### src/rtl/dma_pkg.sv
package dma_pkg;
  typedef enum logic [1:0] {
    PH_IDLE = 2'd0,
    PH_ADDR = 2'd1,
    PH_DATA = 2'd2,
    PH_GAP  = 2'd3
  } phase_e;

  typedef struct packed {
    logic start;
    logic beatDone;
    logic abort;
  } strobe_t;

  localparam logic [1:0] TRANS_IDLE   = 2'b00;
  localparam logic [1:0] TRANS_NONSEQ = 2'b10;
  localparam logic [2:0] SIZE_WORD    = 3'b010;
  localparam logic [2:0] BURST_SINGLE = 3'b000;

  localparam int CFG_EN   = 0;
  localparam int CFG_DIR  = 1;
  localparam int CFG_LOCK = 2;
  localparam int CFG_BE   = 3;
endpackage

### src/rtl/dma_regs.sv
module dma_regs #(
  parameter int ADDR_W = 32,
  parameter int LEN_W  = 16,
  localparam int CNT_W = LEN_W - 2
) (
  input  logic              clk,
  input  logic              rstN,
  input  logic              regWr,
  input  logic [1:0]        regSel,
  input  logic [31:0]       regWdata,
  output logic [31:0]       regRdata,
  input  logic              busy,
  input  logic              abort,
  output logic [3:0]        cfgBits,
  output logic [ADDR_W-1:0] extAddr,
  output logic [CNT_W-1:0]  startWords,
  output logic              startReq,
  output logic              errFlag
);
  import dma_pkg::*;

  logic [LEN_W-1:0] lenReg;
  logic wrCfg, wrAddr, wrLen, wrStat;

  assign wrCfg  = regWr && (regSel == 2'd0);
  assign wrAddr = regWr && (regSel == 2'd1);
  assign wrLen  = regWr && (regSel == 2'd2);
  assign wrStat = regWr && (regSel == 2'd3);

  assign startWords = regWdata[LEN_W-1:2];
  assign startReq   = wrLen && cfgBits[CFG_EN] && !busy && (startWords != '0);

  always_ff @(posedge clk) begin
    if (!rstN) begin
      cfgBits <= '0;
      extAddr <= '0;
      lenReg  <= '0;
      errFlag <= 1'b0;
    end else begin
      if (wrCfg)  cfgBits <= regWdata[3:0];
      if (wrAddr) extAddr <= regWdata[ADDR_W-1:0];
      if (wrLen)  lenReg  <= regWdata[LEN_W-1:0];
      if (abort)
        errFlag <= 1'b1;
      else if (wrStat && regWdata[1])
        errFlag <= 1'b0;
    end
  end

  always_comb begin
    regRdata = '0;
    unique case (regSel)
      2'd0: regRdata[3:0]        = cfgBits;
      2'd1: regRdata[ADDR_W-1:0] = extAddr;
      2'd2: regRdata[LEN_W-1:0]  = lenReg;
      2'd3: regRdata[1:0]        = {errFlag, busy};
      default: regRdata = '0;
    endcase
  end
endmodule

### src/rtl/dma_ctrl.sv
module dma_ctrl (
  input  logic                clk,
  input  logic                rstN,
  input  logic                startReq,
  input  logic                hready,
  input  logic                hresp,
  input  logic                lastBeat,
  input  logic                blockEnd,
  output dma_pkg::phase_e     phase,
  output dma_pkg::strobe_t    strobes,
  output logic [1:0]          htrans,
  output logic                busy
);
  import dma_pkg::*;

  phase_e phaseNext;

  always_comb begin
    strobes.start    = (phase == PH_IDLE) && startReq;
    strobes.abort    = (phase == PH_DATA) && hresp;
    strobes.beatDone = (phase == PH_DATA) && hready && !hresp;
  end

  always_comb begin
    phaseNext = phase;
    unique case (phase)
      PH_IDLE: if (startReq) phaseNext = PH_ADDR;
      PH_ADDR: if (hready) phaseNext = PH_DATA;
      PH_DATA: begin
        if (hresp)                phaseNext = PH_IDLE;
        else if (hready) begin
          if (lastBeat)           phaseNext = PH_IDLE;
          else if (blockEnd)      phaseNext = PH_GAP;
          else                    phaseNext = PH_ADDR;
        end
      end
      PH_GAP:  phaseNext = PH_ADDR;
      default: phaseNext = PH_IDLE;
    endcase
  end

  always_ff @(posedge clk) begin
    if (!rstN) phase <= PH_IDLE;
    else       phase <= phaseNext;
  end

  assign htrans = (phase == PH_ADDR) ? TRANS_NONSEQ : TRANS_IDLE;
  assign busy   = (phase != PH_IDLE);
endmodule

### src/rtl/dma_datapath.sv
module dma_datapath #(
  parameter int ADDR_W      = 32,
  parameter int LEN_W       = 16,
  parameter int BLOCK_WORDS = 4,
  localparam int CNT_W      = LEN_W - 2,
  localparam int BLK_W      = (BLOCK_WORDS > 1) ? $clog2(BLOCK_WORDS) : 1,
  localparam int BYTES      = 4
) (
  input  logic              clk,
  input  logic              rstN,
  input  dma_pkg::phase_e   phase,
  input  dma_pkg::strobe_t  strobes,
  input  logic [3:1]        cfgMode,
  input  logic [ADDR_W-1:0] extAddr,
  input  logic [CNT_W-1:0]  startWords,
  input  logic [31:0]       hrdata,
  input  logic [31:0]       wrWord,
  output logic [ADDR_W-1:0] haddr,
  output logic              hwrite,
  output logic [2:0]        hsize,
  output logic [2:0]        hburst,
  output logic              hmastlock,
  output logic [31:0]       hwdata,
  output logic              lastBeat,
  output logic              blockEnd,
  output logic              wrTake,
  output logic              rdValid,
  output logic [31:0]       rdData
);
  import dma_pkg::*;

  logic [ADDR_W-1:0] ptr;
  logic [CNT_W-1:0]  wordsLeft;
  logic [BLK_W-1:0]  blkPos;
  logic              dirCfg, lockCfg, beCfg;
  logic [31:0]       rdLanes, wrLanes;

  // byte-lane steering; the variant is picked per lane by the latched mode
  for (genvar b = 0; b < BYTES; b++) begin : g_lane
    assign rdLanes[8*b +: 8] = beCfg ? hrdata[8*(BYTES-1-b) +: 8] : hrdata[8*b +: 8];
    assign wrLanes[8*b +: 8] = beCfg ? wrWord[8*(BYTES-1-b) +: 8] : wrWord[8*b +: 8];
  end

  assign lastBeat = (wordsLeft == CNT_W'(1));
  assign blockEnd = (blkPos == BLK_W'(BLOCK_WORDS - 1));

  always_ff @(posedge clk) begin
    if (!rstN) begin
      ptr       <= '0;
      wordsLeft <= '0;
      blkPos    <= '0;
      dirCfg    <= 1'b0;
      lockCfg   <= 1'b0;
      beCfg     <= 1'b0;
    end else if (strobes.start) begin
      ptr       <= extAddr;
      wordsLeft <= startWords;
      blkPos    <= '0;
      dirCfg    <= cfgMode[CFG_DIR];
      lockCfg   <= cfgMode[CFG_LOCK];
      beCfg     <= cfgMode[CFG_BE];
    end else if (strobes.beatDone) begin
      ptr       <= ptr + ADDR_W'(BYTES);
      wordsLeft <= wordsLeft - CNT_W'(1);
      blkPos    <= blockEnd ? '0 : blkPos + BLK_W'(1);
    end
  end

  always_ff @(posedge clk) begin
    if (!rstN) begin
      rdValid <= 1'b0;
      rdData  <= '0;
    end else begin
      rdValid <= strobes.beatDone && !dirCfg;
      if (strobes.beatDone && !dirCfg) rdData <= rdLanes;
    end
  end

  assign haddr     = ptr;
  assign hwrite    = dirCfg;
  assign hsize     = SIZE_WORD;
  assign hburst    = BURST_SINGLE;
  assign hmastlock = lockCfg && ((phase == PH_ADDR) || (phase == PH_DATA));
  assign hwdata    = (dirCfg && phase == PH_DATA) ? wrLanes : '0;
  assign wrTake    = strobes.beatDone && dirCfg;
endmodule

### src/rtl/dma_ahb_master.sv
module dma_ahb_master #(
  parameter int ADDR_W      = 32,
  parameter int LEN_W       = 16,
  parameter int BLOCK_WORDS = 4,
  localparam int CNT_W      = LEN_W - 2
) (
  input  logic        clk,
  input  logic        rstN,
  input  logic        regWr,
  input  logic [1:0]  regSel,
  input  logic [31:0] regWdata,
  output logic [31:0] regRdata,
  input  logic [31:0] wrWord,
  output logic        wrTake,
  output logic        rdValid,
  output logic [31:0] rdData,
  output logic [31:0] haddr,
  output logic [1:0]  htrans,
  output logic        hwrite,
  output logic [2:0]  hsize,
  output logic [2:0]  hburst,
  output logic        hmastlock,
  output logic [31:0] hwdata,
  input  logic [31:0] hrdata,
  input  logic        hready,
  input  logic        hresp
);
  import dma_pkg::*;

  phase_e            phase;
  strobe_t           strobes;
  logic              busy, startReq, errFlag, lastBeat, blockEnd;
  logic [3:0]        cfgBits;
  logic [ADDR_W-1:0] extAddr, ptrAddr;
  logic [CNT_W-1:0]  startWords;

  dma_regs #(.ADDR_W(ADDR_W), .LEN_W(LEN_W)) u_regs (
    .clk(clk), .rstN(rstN), .regWr(regWr), .regSel(regSel),
    .regWdata(regWdata), .regRdata(regRdata), .busy(busy),
    .abort(strobes.abort), .cfgBits(cfgBits), .extAddr(extAddr),
    .startWords(startWords), .startReq(startReq), .errFlag(errFlag)
  );

  dma_ctrl u_ctrl (
    .clk(clk), .rstN(rstN), .startReq(startReq), .hready(hready),
    .hresp(hresp), .lastBeat(lastBeat), .blockEnd(blockEnd),
    .phase(phase), .strobes(strobes), .htrans(htrans), .busy(busy)
  );

  dma_datapath #(.ADDR_W(ADDR_W), .LEN_W(LEN_W), .BLOCK_WORDS(BLOCK_WORDS)) u_dp (
    .clk(clk), .rstN(rstN), .phase(phase), .strobes(strobes),
    .cfgMode(cfgBits[3:1]), .extAddr(extAddr), .startWords(startWords),
    .hrdata(hrdata), .wrWord(wrWord), .haddr(ptrAddr), .hwrite(hwrite),
    .hsize(hsize), .hburst(hburst), .hmastlock(hmastlock), .hwdata(hwdata),
    .lastBeat(lastBeat), .blockEnd(blockEnd), .wrTake(wrTake),
    .rdValid(rdValid), .rdData(rdData)
  );

  assign haddr = 32'(ptrAddr);


  start_launch_chk: assert property (@(posedge clk) disable iff (!rstN)
    startReq |=> (htrans == TRANS_NONSEQ));


  wait_hold_chk: assert property (@(posedge clk) disable iff (!rstN)
    (htrans == TRANS_NONSEQ && !hready) |=> (htrans == TRANS_NONSEQ && $stable(haddr)));


  lock_hold_chk: assert property (@(posedge clk) disable iff (!rstN)
    (hmastlock && !hready && !hresp) |=> hmastlock);


  block_gap_chk: assert property (@(posedge clk) disable iff (!rstN)
    (strobes.beatDone && blockEnd && !lastBeat)
      |=> (htrans == TRANS_IDLE && !hmastlock) ##1 (htrans == TRANS_NONSEQ));


  err_stop_chk: assert property (@(posedge clk) disable iff (!rstN)
    (phase == PH_DATA && hresp) |=> (htrans == TRANS_IDLE && !busy && errFlag));
endmodule

### config.mk
export PLATFORM = sky130hd
export DESIGN_NAME = dma_ahb_master
export DESIGN_NICKNAME = d
export VERILOG_FILES = /design/src/rtl/dma_pkg.sv /design/src/rtl/dma_regs.sv /design/src/rtl/dma_ctrl.sv /design/src/rtl/dma_datapath.sv /design/src/rtl/dma_ahb_master.sv
export SDC_FILE = /design/constraint.sdc
export NUM_CORES = 1
export LEC_CHECK = 0
export BUFFER_PORTS_ARGS = -buffer_cell sky130_fd_sc_hd__buf_4
export CORE_MARGIN = 2
export CORE_UTILIZATION = 51
export DETAILED_ROUTE_END_ITERATION = 10
export PLACE_DENSITY = 0.86
export REMOVE_ABC_BUFFERS = 1
export SLEW_MARGIN = 20
export SYNTH_ARGS = -nofsm -noshare
export SYNTH_HDL_FRONTEND = slang
export SYNTH_SLANG_ARGS = --single-unit
### constraint.sdc
create_clock -name clk -period 2.3 [get_ports clk]
set_clock_uncertainty 0.05 [all_clocks]
set_input_delay 0.115 -clock clk [delete_from_list [all_inputs] [get_ports clk]]
set_output_delay 0.115 -clock clk [all_outputs]
set_load 0.02 [all_outputs]
; After elaboration in Yosys (flattened, before gate mapping)
; Cells that the tools add are included.
[word_totals]
ff_bits = 139
inputBits = 103
output_inout_bits = 140
word_cells = 84
[classes]
addsub = 3
n_eq_ne = 11
mux = 28
bitwise = 1
reduce_logical = 28
[op_table]
columns = op, count
row1 = $mux W32, 3
row2 = $mux W8, 8
row3 = $add A32 B3 Y32 const B, 1
row4 = $mux W14, 2
row5 = $pmux W12 S2, 1
row6 = $logic_and A1 B1 Y1, 16
row7 = $mux W16, 1
row8 = $mux W2, 8
row9 = $pmux W2 S4, 2
row10 = $eq A14 B1 Y1 const B, 1
row11 = $reduce_bool A14 Y1, 1
row12 = $sub A14 B1 Y14 const B, 1
row13 = $eq A2 B2 Y1 const B, 5
row14 = $pmux W2 S3, 1
row15 = $reduce_bool A2 Y1, 3
row16 = $eq A2 B1 Y1 const B, 2
row17 = $logic_not A2 Y1, 2
row18 = $logic_not A1 Y1, 3
row19 = $ne A3 B3 Y1 const B, 1
row20 = $reduce_and A3 Y1, 1
row21 = $add A2 B1 Y2 const B, 1
row22 = $mux W1, 2
row23 = $ne A2 B1 Y1 const B, 1
row24 = $ne A2 B2 Y1 const B, 1
row25 = 3 further kinds, 3

; Longest topological paths before layout
; Gate-level depths: netlist (run 1).
[logic_depth]
depth_word = 7
mapped_depth = 10
depth_no_buf = 7

; Hierarchy
; Synthesis (run 1) repeated with hierarchy kept, for this count alone.
[unflattened]
hier_cells = 905
hier_area_um2 = 7681.1
[modules_own_cells]
columns = module, instances, cells_per_inst, area_each_um2, seq_area_each_um2
row1 = dma_datapath, 1, 563, 4878.4, 1681.6
row2 = dma_regs, 1, 316, 2590.0, 1061.0
row3 = dma_ctrl, 1, 26, 212.7, 40.0

; Worst setup path after synthesis (run 1)
; No wires, ideal clock.
[synth_path]
kind = flip-flop to flip-flop
startpoint = register u_dp.ptr[5], in the netlist u_dp.haddr[5]
endpoint = register u_dp.ptr[25], in the netlist u_dp.haddr[25]
setup_time_ps = 132
arrival_time_ps = 1868
required_ps = 2118
setup_slack_ps = 249
stages_incl_launch_ff = 7
n_path_buf = 1
period_less_slack_ps = 2051
path_cell_list = dfxtp_1 -> nand4_2 -> or4_1 -> buf_4 -> nor4b_2 -> xnor2_1 -> a21oi_1
[synth_via]
elab_chain_cells = 3
[synth_lines]
columns = item, line_no
row1 = from (decl), dma_datapath.sv:32  ; logic [ADDR_W-1:0] ptr;
row2 = from (signal assigned), dma_datapath.sv:56  ; ptr <= extAddr;
row3 = from (signal assigned), dma_datapath.sv:63  ; ptr <= ptr + ADDR_W'(BYTES);
row4 = $add A32 B3 Y32, dma_datapath.sv:63
row5 = $mux W32, dma_datapath.sv:62  ; end else if (strobes.beatDone) begin
row6 = $mux W32, dma_datapath.sv:55  ; end else if (strobes.start) begin
; No other way between the ends. The select of a mux whose other input is x is not followed.
; A chain may end at the register's enable or synchronous reset.

; Worst setup path after layout (run 1)
[layout_path]
startpoint = register u_dp.ptr[17], in the netlist u_dp.haddr[17]
endpoint = register u_dp.ptr[29], in the netlist u_dp.haddr[29]
; The elaborated chain is that of the path after synthesis.

==> impl_results.md, run 1 <==
* Status: complete, no violations
* Syn Inst Count at 877
* Initial antenna violation count at 0
* Max VDD drop at 0.000511 V
* Prevailing post-synth register cell: dfxtp_1
* Worst Setup Slack, final at 171 ps
* CP Capture Type: flip-flop
* H-Tree Depth at 4
* Top post-synthesis cells by area: dfxtp_1, mux2i_1, nand2_1
* Critical setup path kind: flip-flop to flip-flop
* Num CTS Buffers at 17
* Layout Nets at 1256
* Port Buffers at 235
* Post-synthesis sequential area ratio at 0.379
* Biggest area consumer among synthesized cells: dfxtp_1
* Netlist Area Pre-Place at 0.00733 sq mm
* Slew headroom at 0.592
* Clock slew at reported path FFs at 60 ps
* Top-count cell post-synth: nand2_1
* FFs w/ async S/R, synth at 0
* Root buf cell: clkbuf_16
* Setup WS pre-CTS at 211 ps
* Hold Vio Cnt, Final at 0
* Drt pass-1 iters at 6
* Synth top area share at 0.379
* RSZ-0062 raised after global routing: no
* Hold crit path type: input pin to flip-flop
* Later-pin clock latency in the skew report at 420 ps
* Post-synth EDFFs at 0
* Synth top cells by count: nand2_1, dfxtp_1, mux2i_1, clkbuf_1, a21boi_0
* Pwr per Cell Area at 580 mW/mm^2
* Fillers at 982
* Drt initial violations at 624
* Clk pwr share at 0.492
* Total power at 6.06 mW
* DP HPWL at 14800 um
* Gate power share at 0.098
* Max Transition Viols Final at 0
* Worst path arrival time at 2370 ps
* Via count at 7457
* Yosys warning count at 0
* Clk sink count at 139
* Gr usage total at 0.294
* # IOs at 243
* CP Launch Type: flip-flop
* Drt via density at 5.59
* Unique masters post-synth at 41
* Share of cells above drive strength 1 at 0.259
* P&R area growth vs syn at 42.4%
* Fmax at 0.470 GHz
* Final Cycle Share at 0.926
* Global route total overflow at 0
* Pint at 4.73 mW
* WL final at 22800 um
* Setup TNS Final at 0 ps
* Clock tree buffer depth at 2
* DRC at 0
* Pin count of the biggest net entering global routing at 93
* Drt wl/cell at 17.1 um
* Sequential fraction of design power at 0.409
* Rows at 43
* Max cap viols at 0
* Post-route ant nets at 0
* Die Wd at 124 um
* Crit Path Max Fanout at 8
* Sw power at 1.33 mW
* Dpl cells at 1247
* Final Setup Violations at 0
* Core Footprint at 0.0140 sq mm
* Min Hold Slack at 9.01 ps
* Net Sw Frac at 0.219
* Ant. Diodes at 0
* Number of global-route vias before repair at 7228
* Measured slew at the worst slew-check pin at 611 ps
* #FFs+latches synth at 139
* Die Y at 124 um
* Total Die Area at 0.0154 sq mm
* Tmin final at 2130 ps
* Initial Util at 0.524
* Post-route insts no fill at 1333
* TritonCTS clock tree: done
* RePlAce Congestion at 0.835
* Global-route wire length before repair at 35600 um
* Worst EP required at 2550 ps
* Syn_area_per_cell at 8.36 sq um
* Leak at 4.68 nW
==> flip-flops by register name, indices dropped and copies added (netlist names) <==
register,cells
u_dp.haddr,32
u_regs.lenReg,16
u_ctrl.phase,2
u_regs.extAddr,32
u_regs.cfgBits,4
u_dp.beCfg,1
u_dp.lockCfg,1
u_dp.rdData,32
u_dp.wordsLeft,14
u_regs.errFlag,1
u_dp.rdValid,1
u_dp.hwrite,1
u_dp.blkPos,2
==> cells in the final DEF, fill, tap and decap left out, types with 12 or more instances in the layout <==
cell and count:
a21boi_0 54, a21oi_1 31, a22oi_1 13, and2_1 23, buf_4 257, clkbuf_16 17, dfxtp_1 138, dlygate4sd3_1 53
ha_1 13, inv_1 12, mux2i_1 68, nand2_1 181, nand3_1 21, nor2_1 49, nor2b_1 14, o211a_1 46
o21ai_0 16, o21ai_1 14, xnor2_1 26, xor2_1 14
==> final timing paths <==
| check | depth (start not counted) | to | slack [ps] | startpoint |
|---|---|---|---|---|
| min reg2reg | 2 | u_regs.lenReg[7]$_SDFFE_PN0N_ | 410 | u_regs.lenReg[7]$_SDFFE_PN0N_ |
| max reg2reg | 5 | u_dp.haddr[29]$_SDFFE_PN0P_ | 170 | u_dp.haddr[17]$_SDFFE_PN0P_ |
| min | 4 | u_dp.rdData[16]$_SDFFE_PN0P_ | 9 | hrdata[8] |
| max | 5 | u_dp.haddr[29]$_SDFFE_PN0P_ | 170 | u_dp.haddr[17]$_SDFFE_PN0P_ |
==> cell type report <==
class                      instances  area, sq um  area share
inverter                          12         45.0     0.00431
timing repair buffer             313         2520       0.241
clock inverter                     6          159      0.0152
sequential                       139         2790       0.267
tap                              180          225      0.0216
multi-input combinational        657         4230       0.405
clock buffer                      26          479      0.0459
==> cell families after synthesis <==
kind of cell	share of synthesized area
buffers and inverters	0.0481
and+or+nand+nor	0.223
other	0.00102
muxes	0.0928
DFF	0.379
adders and majority gates	0.0222
AOI/OAI and AO/OA	0.186
xor gates and xnor gates	0.0478
==> worst max-delay path, stage by stage, from the launching register on <==
cell     delay [ps]
dfxtp_1         400
nand4_1         240
or4_4           680
nor4_2          370
xnor2_1         180
a21oi_1          90
==> layer usage <==
metal | up-vias | global-route usage | wire length [um]
met5 | - | 0 | 0
met4 | 0 | 0.110 | 545
met3 | 52 | 0.0902 | 1680
met2 | 298 | 0.503 | 11600
met1 | 3548 | 0.348 | 8920
li1 | 3559 | - | -
==> what timing repair did <==
action / 4_1_cts / 5_1_grt
setup buffers: 0 / 1
endpoints found under the hold margin: 78 / 0
resized for setup: 0 / 1
hold buffers: 53 / 0
setup endpoints to repair: 0 / 5
==> per-stage QoR <==
stage,area (sq um),utilization
finish,10400,0.747
global route,10400,0.747
CTS,10400,0.746
detailed placement,9260,0.662
global placement,9260,0.662
floorplan,7050,-
==> power groups by stage <==
| stage | clock, mW | combinational, mW | sequential [mW] |
|---|---|---|---|
| after floorplan | 0 | 0.213 | 2.53 |
| after global placement | 0 | 0.492 | 2.53 |
| after detailed placement | 0 | 0.503 | 2.53 |
| after CTS | 3.01 | 0.580 | 2.48 |
| after global routing | 3.12 | 0.645 | 2.48 |
| final | 2.99 | 0.596 | 2.48 |
(Power assumes the default switching activity.)
==> inputs of run 2 (changes only) <==
--- a/config.mk
+++ b/config.mk
@@ -5,12 +5,14 @@
 export SDC_FILE = /design/constraint.sdc
 export NUM_CORES = 1
 export LEC_CHECK = 0
-export BUFFER_PORTS_ARGS = -buffer_cell sky130_fd_sc_hd__buf_4
+export CAP_MARGIN = 20
 export CORE_MARGIN = 2
-export CORE_UTILIZATION = 51
+export CORE_UTILIZATION = 64
 export DETAILED_ROUTE_END_ITERATION = 10
-export PLACE_DENSITY = 0.86
+export DONT_BUFFER_PORTS = 1
+export PLACE_DENSITY = 0.85
 export REMOVE_ABC_BUFFERS = 1
+export SKIP_CTS_REPAIR_TIMING = 1
 export SLEW_MARGIN = 20
 export SYNTH_ARGS = -nofsm -noshare
 export SYNTH_HDL_FRONTEND = slang
==> impl_results.md, run 2 (same netlist as run 1, synthesis figures left out) <==
* Die Y at 111 um (-10%)
* # IOs at 243 (unchanged)
* Gr usage total at 0.304 (+0.00968)
* Max cap viols at 0 (unchanged)
* Fmax at 0.469 GHz (-0.13%)
* Register-to-Register Path Depth at 8 (+3)
* Clock slew at reported path FFs at 60 ps (about the same)
* Clk pwr share at 0.511 (+0.019)
* R2R Path End: u_dp.rdData[18]$_SDFFE_PN0P_
* Final Setup Violations at 0 (unchanged)
* Gate power share at 0.078 (-0.020)
* Max Transition Viols Final at 0 (unchanged)
* Hold_sp: hready
* Min Hold Slack at -13.7 ps (-22.8 ps)
* Share of cells above drive strength 1 at 0.0966 (-0.163)
* R2R setup slack at 170 ps (about the same)
* Via count at 6948 (-6.8%)
* Pwr per Cell Area at 656 mW/mm^2 (+13%)
* Critical setup path kind: flip-flop to flip-flop
* Total Die Area at 0.0123 sq mm (-20%)
* Slew headroom at 0.599 (+0.00675)
* Drt wl/cell at 20.0 um (+17%)
* Root buf cell: clkbuf_16
* Die Wd at 111 um (-10%)
* Failing checks: negative hold slack
* Port Buffers at 0 (-100%)
* RePlAce Congestion at 0.876 (+4.9%)
* Hold Vio Cnt, Final at 4 (+4)
* Rows at 39 (-9.3%)
* CP Capture Type: flip-flop
* Crit Path Max Fanout at 65 (+57)
* Global route total overflow at 0 (unchanged)
* Final Cycle Share at 0.927 (+0.00119)
* P&R area growth vs syn at 25.0%
* Pin count of the biggest net entering global routing at 141 (+52%)
* Later-pin clock latency in the skew report at 420 ps (about the same)
* Most common cell after layout, fill and taps aside: nand2_1
* Leak at 3.75 nW (-20%)
* Clock tree buffer depth at 2 (unchanged)
* Sequential fraction of design power at 0.412 (+0.003)
* Pint at 4.62 mW (-2.4%)
* Commonest non-fill, non-tap cells in the layout: nand2_1, dfxtp_1, dlygate4sd3_1
* Hold crit path type: input pin to flip-flop
* Post-route ant nets at 0 (unchanged)
* Initial Util at 0.648 (+0.124)
* Drt via density at 6.23 (+11%)
* Status: complete, but fails checks
* Worst path arrival time at 2400 ps (+30 ps)
* Max VDD drop at 0.000482 V (-5.7%)
* FF-to-FF Start: u_ctrl.phase[0]$_SDFFE_PN0P_
* Ant. Diodes at 0 (unchanged)
* Global-route wire length before repair at 30800 um (-13%)
* Num CTS Buffers at 17 (unchanged)
* TritonCTS clock tree: done
* Net Sw Frac at 0.232 (+0.0133)
* Clk sink count at 139 (unchanged)
* DRC at 0 (unchanged)
* Setup TNS Final at 0 ps (unchanged)
* DP HPWL at 13100 um (-12%)
* Initial antenna violation count at 0 (unchanged)
* Measured slew at the worst slew-check pin at 601 ps (-10.1 ps)
* CP Launch Type: flip-flop
* Tmin final at 2130 ps (+2.74 ps)
* Layout Nets at 1076 (-14%)
* Drt initial violations at 658 (+5.4%)
* Number of global-route vias before repair at 6311 (-13%)
* WL final at 22300 um (-2.2%)
* Drt pass-1 iters at 5 (-1)
* Sw power at 1.40 mW (+5.4%)
* Total power at 6.02 mW (-0.69%)
* H-Tree Depth at 4 (unchanged)
* RSZ-0062 raised after global routing: no
* Fillers at 680 (-31%)
* Hold Path Stages at 3 (-1)
* Core Footprint at 0.0113 sq mm (-19%)
* Worst EP required at 2570 ps (+20 ps)
* Hold EP: u_ctrl.phase[0]$_SDFFE_PN0P_
[run 2: power by group through the flow]
stage                     clock, mW  combinational [mW]  sequential (mW)
final                          3.07               0.467             2.48
after global routing           3.18               0.501             2.48
after CTS                      3.06               0.286             2.48
after detailed placement          0               0.280             2.53
after global placement            0               0.269             2.53
after floorplan                   0               0.213             2.53
[run 2: how the worst max path moves through the flow]
stage | from | endpoint | slack [ps] | cells after the start
floorplan | regSel[0] | u_dp.haddr[10]$_SDFFE_PN0P_ | -1660 | 5
finish | u_ctrl.phase[0]$_SDFFE_PN0P_ | u_dp.rdData[18]$_SDFFE_PN0P_ | 170 | 8
CTS | u_ctrl.phase[0]$_SDFFE_PN0P_ | u_dp.haddr[20]$_SDFFE_PN0P_ | 180 | 8
global route | u_ctrl.phase[0]$_SDFFE_PN0P_ | u_dp.rdData[18]$_SDFFE_PN0P_ | 20 | 8
global placement | u_dp.haddr[8]$_SDFFE_PN0P_ | u_dp.haddr[27]$_SDFFE_PN0P_ | 330 | 5
detailed placement | u_ctrl.phase[0]$_SDFFE_PN0P_ | u_dp.haddr[20]$_SDFFE_PN0P_ | 200 | 8
[run 2: cell type report]
| type | count | area (sq um) | area share |
|---|---|---|---|
| Tap cell | 143 | 179 | 0.0195 |
| Inverter | 12 | 45.0 | 0.00491 |
| Clock buffer | 18 | 439 | 0.0479 |
| Timing Repair Buffer | 133 | 1280 | 0.139 |
| Clock inverter | 14 | 218 | 0.0237 |
| Sequential cell | 139 | 2790 | 0.304 |
| Multi-Input combinational cell | 657 | 4230 | 0.461 |
[run 2: metrics by stage]
| stage | worst slack [ps] | cell area (sq um) | std cells | utilization |
|---|---|---|---|---|
| floorplan | -1660 | 7050 | 808 | - |
| global placement | 327 | 7650 | 999 | 0.675 |
| detailed placement | 197 | 7650 | 999 | 0.675 |
| CTS | 177 | 8300 | 1031 | 0.733 |
| global route | 23.4 | 9170 | 1116 | 0.810 |
| finish | 169 | 9170 | 1116 | 0.810 |
[run 2: critical path, stage by stage (launching register included)]
cell	delay, ps
dfxtp_1	330
inv_1	80
ha_1	290
nand3b_1	320
buf_4	290
nor2_4	100
buf_12	260
nand2_1	130
o211a_1	150
[run 2: per-layer routing]
layer / vias up / share of wire / global-route usage
met5: - / 0 / 0
met4: 0 / 0.030 / 0.124
met3: 71 / 0.099 / 0.115
met2: 377 / 0.49 / 0.516
met1: 3300 / 0.38 / 0.345
li1: 3200 / - / -
==> inputs of run 3 (changes only) <==
--- a/config.mk
+++ b/config.mk
@@ -6,8 +6,10 @@
 export NUM_CORES = 1
 export LEC_CHECK = 0
 export CAP_MARGIN = 20
+export CELL_PAD_IN_SITES_DETAIL_PLACEMENT = 0
+export CELL_PAD_IN_SITES_GLOBAL_PLACEMENT = 1
 export CORE_MARGIN = 2
-export CORE_UTILIZATION = 64
+export CORE_UTILIZATION = 46
 export DETAILED_ROUTE_END_ITERATION = 10
 export DONT_BUFFER_PORTS = 1
 export PLACE_DENSITY = 0.85
==> impl_results.md, run 3 (same netlist as run 1, synthesis figures left out) <==
* Port Buffers at 0 (unchanged)
* Critical-path top delay cell: nor4_1
* Most common cell after layout, fill and taps aside: nand2_1
* Drt initial violations at 412 (-37%)
* DRC at 0 (unchanged)
* Die Wd at 130 um (+17%)
* CP Capture Type: flip-flop
* Initial antenna violation count at 0 (unchanged)
* Min Hold Slack at -28.8 ps (-15.1 ps)
* Commonest non-fill, non-tap cells in the layout: nand2_1, dfxtp_1, dlygate4sd3_1
* # IOs at 243 (unchanged)
* P&R area growth vs syn at 26.8%
* Max cap viols at 0 (unchanged)
* Slew headroom at 0.556 (-0.0425)
* Total Die Area at 0.0170 sq mm (+38%)
* Final Setup Violations at 0 (unchanged)
* Hold Vio Cnt, Final at 2 (-2)
* Number of global-route vias before repair at 5652 (-10%)
* Post-route ant nets at 0 (unchanged)
* CP Launch Type: flip-flop
* RSZ-0062 raised after global routing: no
* Gr usage total at 0.219 (-0.0849)
* CP cell instances: inv_1 > ha_1 > nand3b_1 > buf_4 > nor4_1 > xnor2_1 > nand2_1 > o211a_1
* Share of cells above drive strength 1 at 0.110 (+0.0136)
* Clock tree buffer depth at 2 (unchanged)
* Kind of cell adding the most delay to the critical path: simple AND/OR/NAND/NOR gates
* Hold crit path type: input pin to flip-flop
* Fmax at 0.469 GHz (about the same)
* Layout Nets at 1094 (+1.7%)
* Tmin final at 2130 ps (+0.248 ps)
* Worst EP required at 2570 ps (about the same)
* Later-pin clock latency in the skew report at 430 ps (about the same)
* Post-route insts no fill at 1205 (+8.0%)
* Ant. Diodes at 0 (unchanged)
* Via count at 6554 (-5.7%)
* Worst path arrival time at 2400 ps (about the same)
* Slowest stage delay, CP at 380 ps (+50 ps)
* Pin count of the biggest net entering global routing at 141 (unchanged)
* H-Tree Depth at 4 (unchanged)
* DP HPWL at 13600 um (+4.2%)
* Clock slew at reported path FFs at 60 ps (about the same)
* Initial Util at 0.467 (-0.181)
* WP buf/inv at 2 (-1)
* Die Y at 130 um (+17%)
* Leak at 3.82 nW (+1.8%)
* Measured slew at the worst slew-check pin at 664 ps (+63.6 ps)
* Num CTS Buffers at 17 (unchanged)
* Max VDD drop at 0.000517 V (+7.3%)
* Crit Path Max Fanout at 10 (-85%)
* Dpl cells at 1090 (+9.1%)
* Drt wl/cell at 17.6 um (-12%)
* Global route total overflow at 0 (unchanged)
* Max Transition Viols Final at 0 (unchanged)
* Failing checks: negative hold slack
* Clk sink count at 139 (unchanged)
* Core Footprint at 0.0157 sq mm (+39%)
* Global-route wire length before repair at 29100 um (-5.6%)
* RePlAce Congestion at 0.859 (-2.0%)
* Critical setup path kind: flip-flop to flip-flop
* Pwr per Cell Area at 599 mW/mm^2 (-8.7%)
* Drt via density at 5.44 (-13%)
* Setup WS pre-CTS at 124 ps (-72.3 ps)
* TritonCTS clock tree: done
* WL final at 21300 um (-4.7%)
* Rows at 46 (+18%)
* Status: complete, but fails checks
* Drt pass-1 iters at 6 (+1)
* Root buf cell: clkbuf_16
* Final Cycle Share at 0.927 (about the same)
* Worst Setup Slack, final at 168 ps (-0.248 ps)
* Setup TNS Final at 0 ps (unchanged)
[run 3: cell count changes in the layout (fill, tap and decap cells not counted), moves of 2 or more]
cell	delta
clkbuf_8	+4
clkinv_2	+2
clkinv_4	-4
buf_4	+19
bufinv_16	-4
[run 3: cell type report]
class / instances / area [sq um]
Clock buffer: 23 / 498
Clock inverter: 7 / 65.1
Fill cell: 1408 / 6410
Inverter: 12 / 45.0
Multi-Input combinational cell: 657 / 4230
Sequential cell: 139 / 2790
Tap cell: 216 / 270
Timing Repair Buffer: 151 / 1400
[run 3: where the power goes]
| part | internal, mW | switching, mW |
|---|---|---|
| Combinational | 0.219 | 0.248 |
| Sequential | 2.45 | 0.0305 |
| Clock | 1.61 | 1.02 |
| Total | 4.28 | 1.30 |
[run 3: layer usage]
layer,vias up,GRT usage,part of all wire
met5,-,0,0
met4,0,0.0791,0.016
met3,26,0.0812,0.082
met2,229,0.350,0.48
met1,3057,0.272,0.42
li1,3242,-,-
[run 3: worst reg2reg max path, stage by stage, from the launching register on]
cell	delay, ps
dfxtp_1	320
inv_1	80
ha_1	290
nand3b_1	270
buf_4	270
nor4_1	380
xnor2_1	170
nand2_1	70
o211a_1	130
[run 3: path summary, 6_finish.rpt]
| path | start | to | slack [ps] | cells after the start |
|---|---|---|---|---|
| min reg2reg | u_dp.lockCfg$_SDFFE_PN0P_ | u_dp.lockCfg$_SDFFE_PN0P_ | 400 | 2 |
| max reg2reg | u_ctrl.phase[0]$_SDFFE_PN0P_ | u_dp.haddr[10]$_SDFFE_PN0P_ | 170 | 8 |
| min | hready | u_ctrl.phase[1]$_SDFFE_PN0P_ | -30 | 3 |
| max | u_ctrl.phase[0]$_SDFFE_PN0P_ | u_dp.haddr[10]$_SDFFE_PN0P_ | 170 | 8 |
[run 3: through the flow]
step / util / hold WS [ps] / power [mW] / cell area [sq um]
after floorplan: - / 187 / 2.74 / 7050
after global placement: 0.500 / 207 / 2.81 / 7860
after detailed placement: 0.500 / 209 / 2.82 / 7860
after CTS: 0.536 / -236 / 5.42 / 8420
after global routing: 0.592 / 16.3 / 5.76 / 9300
final: 0.592 / -28.8 / 5.57 / 9300
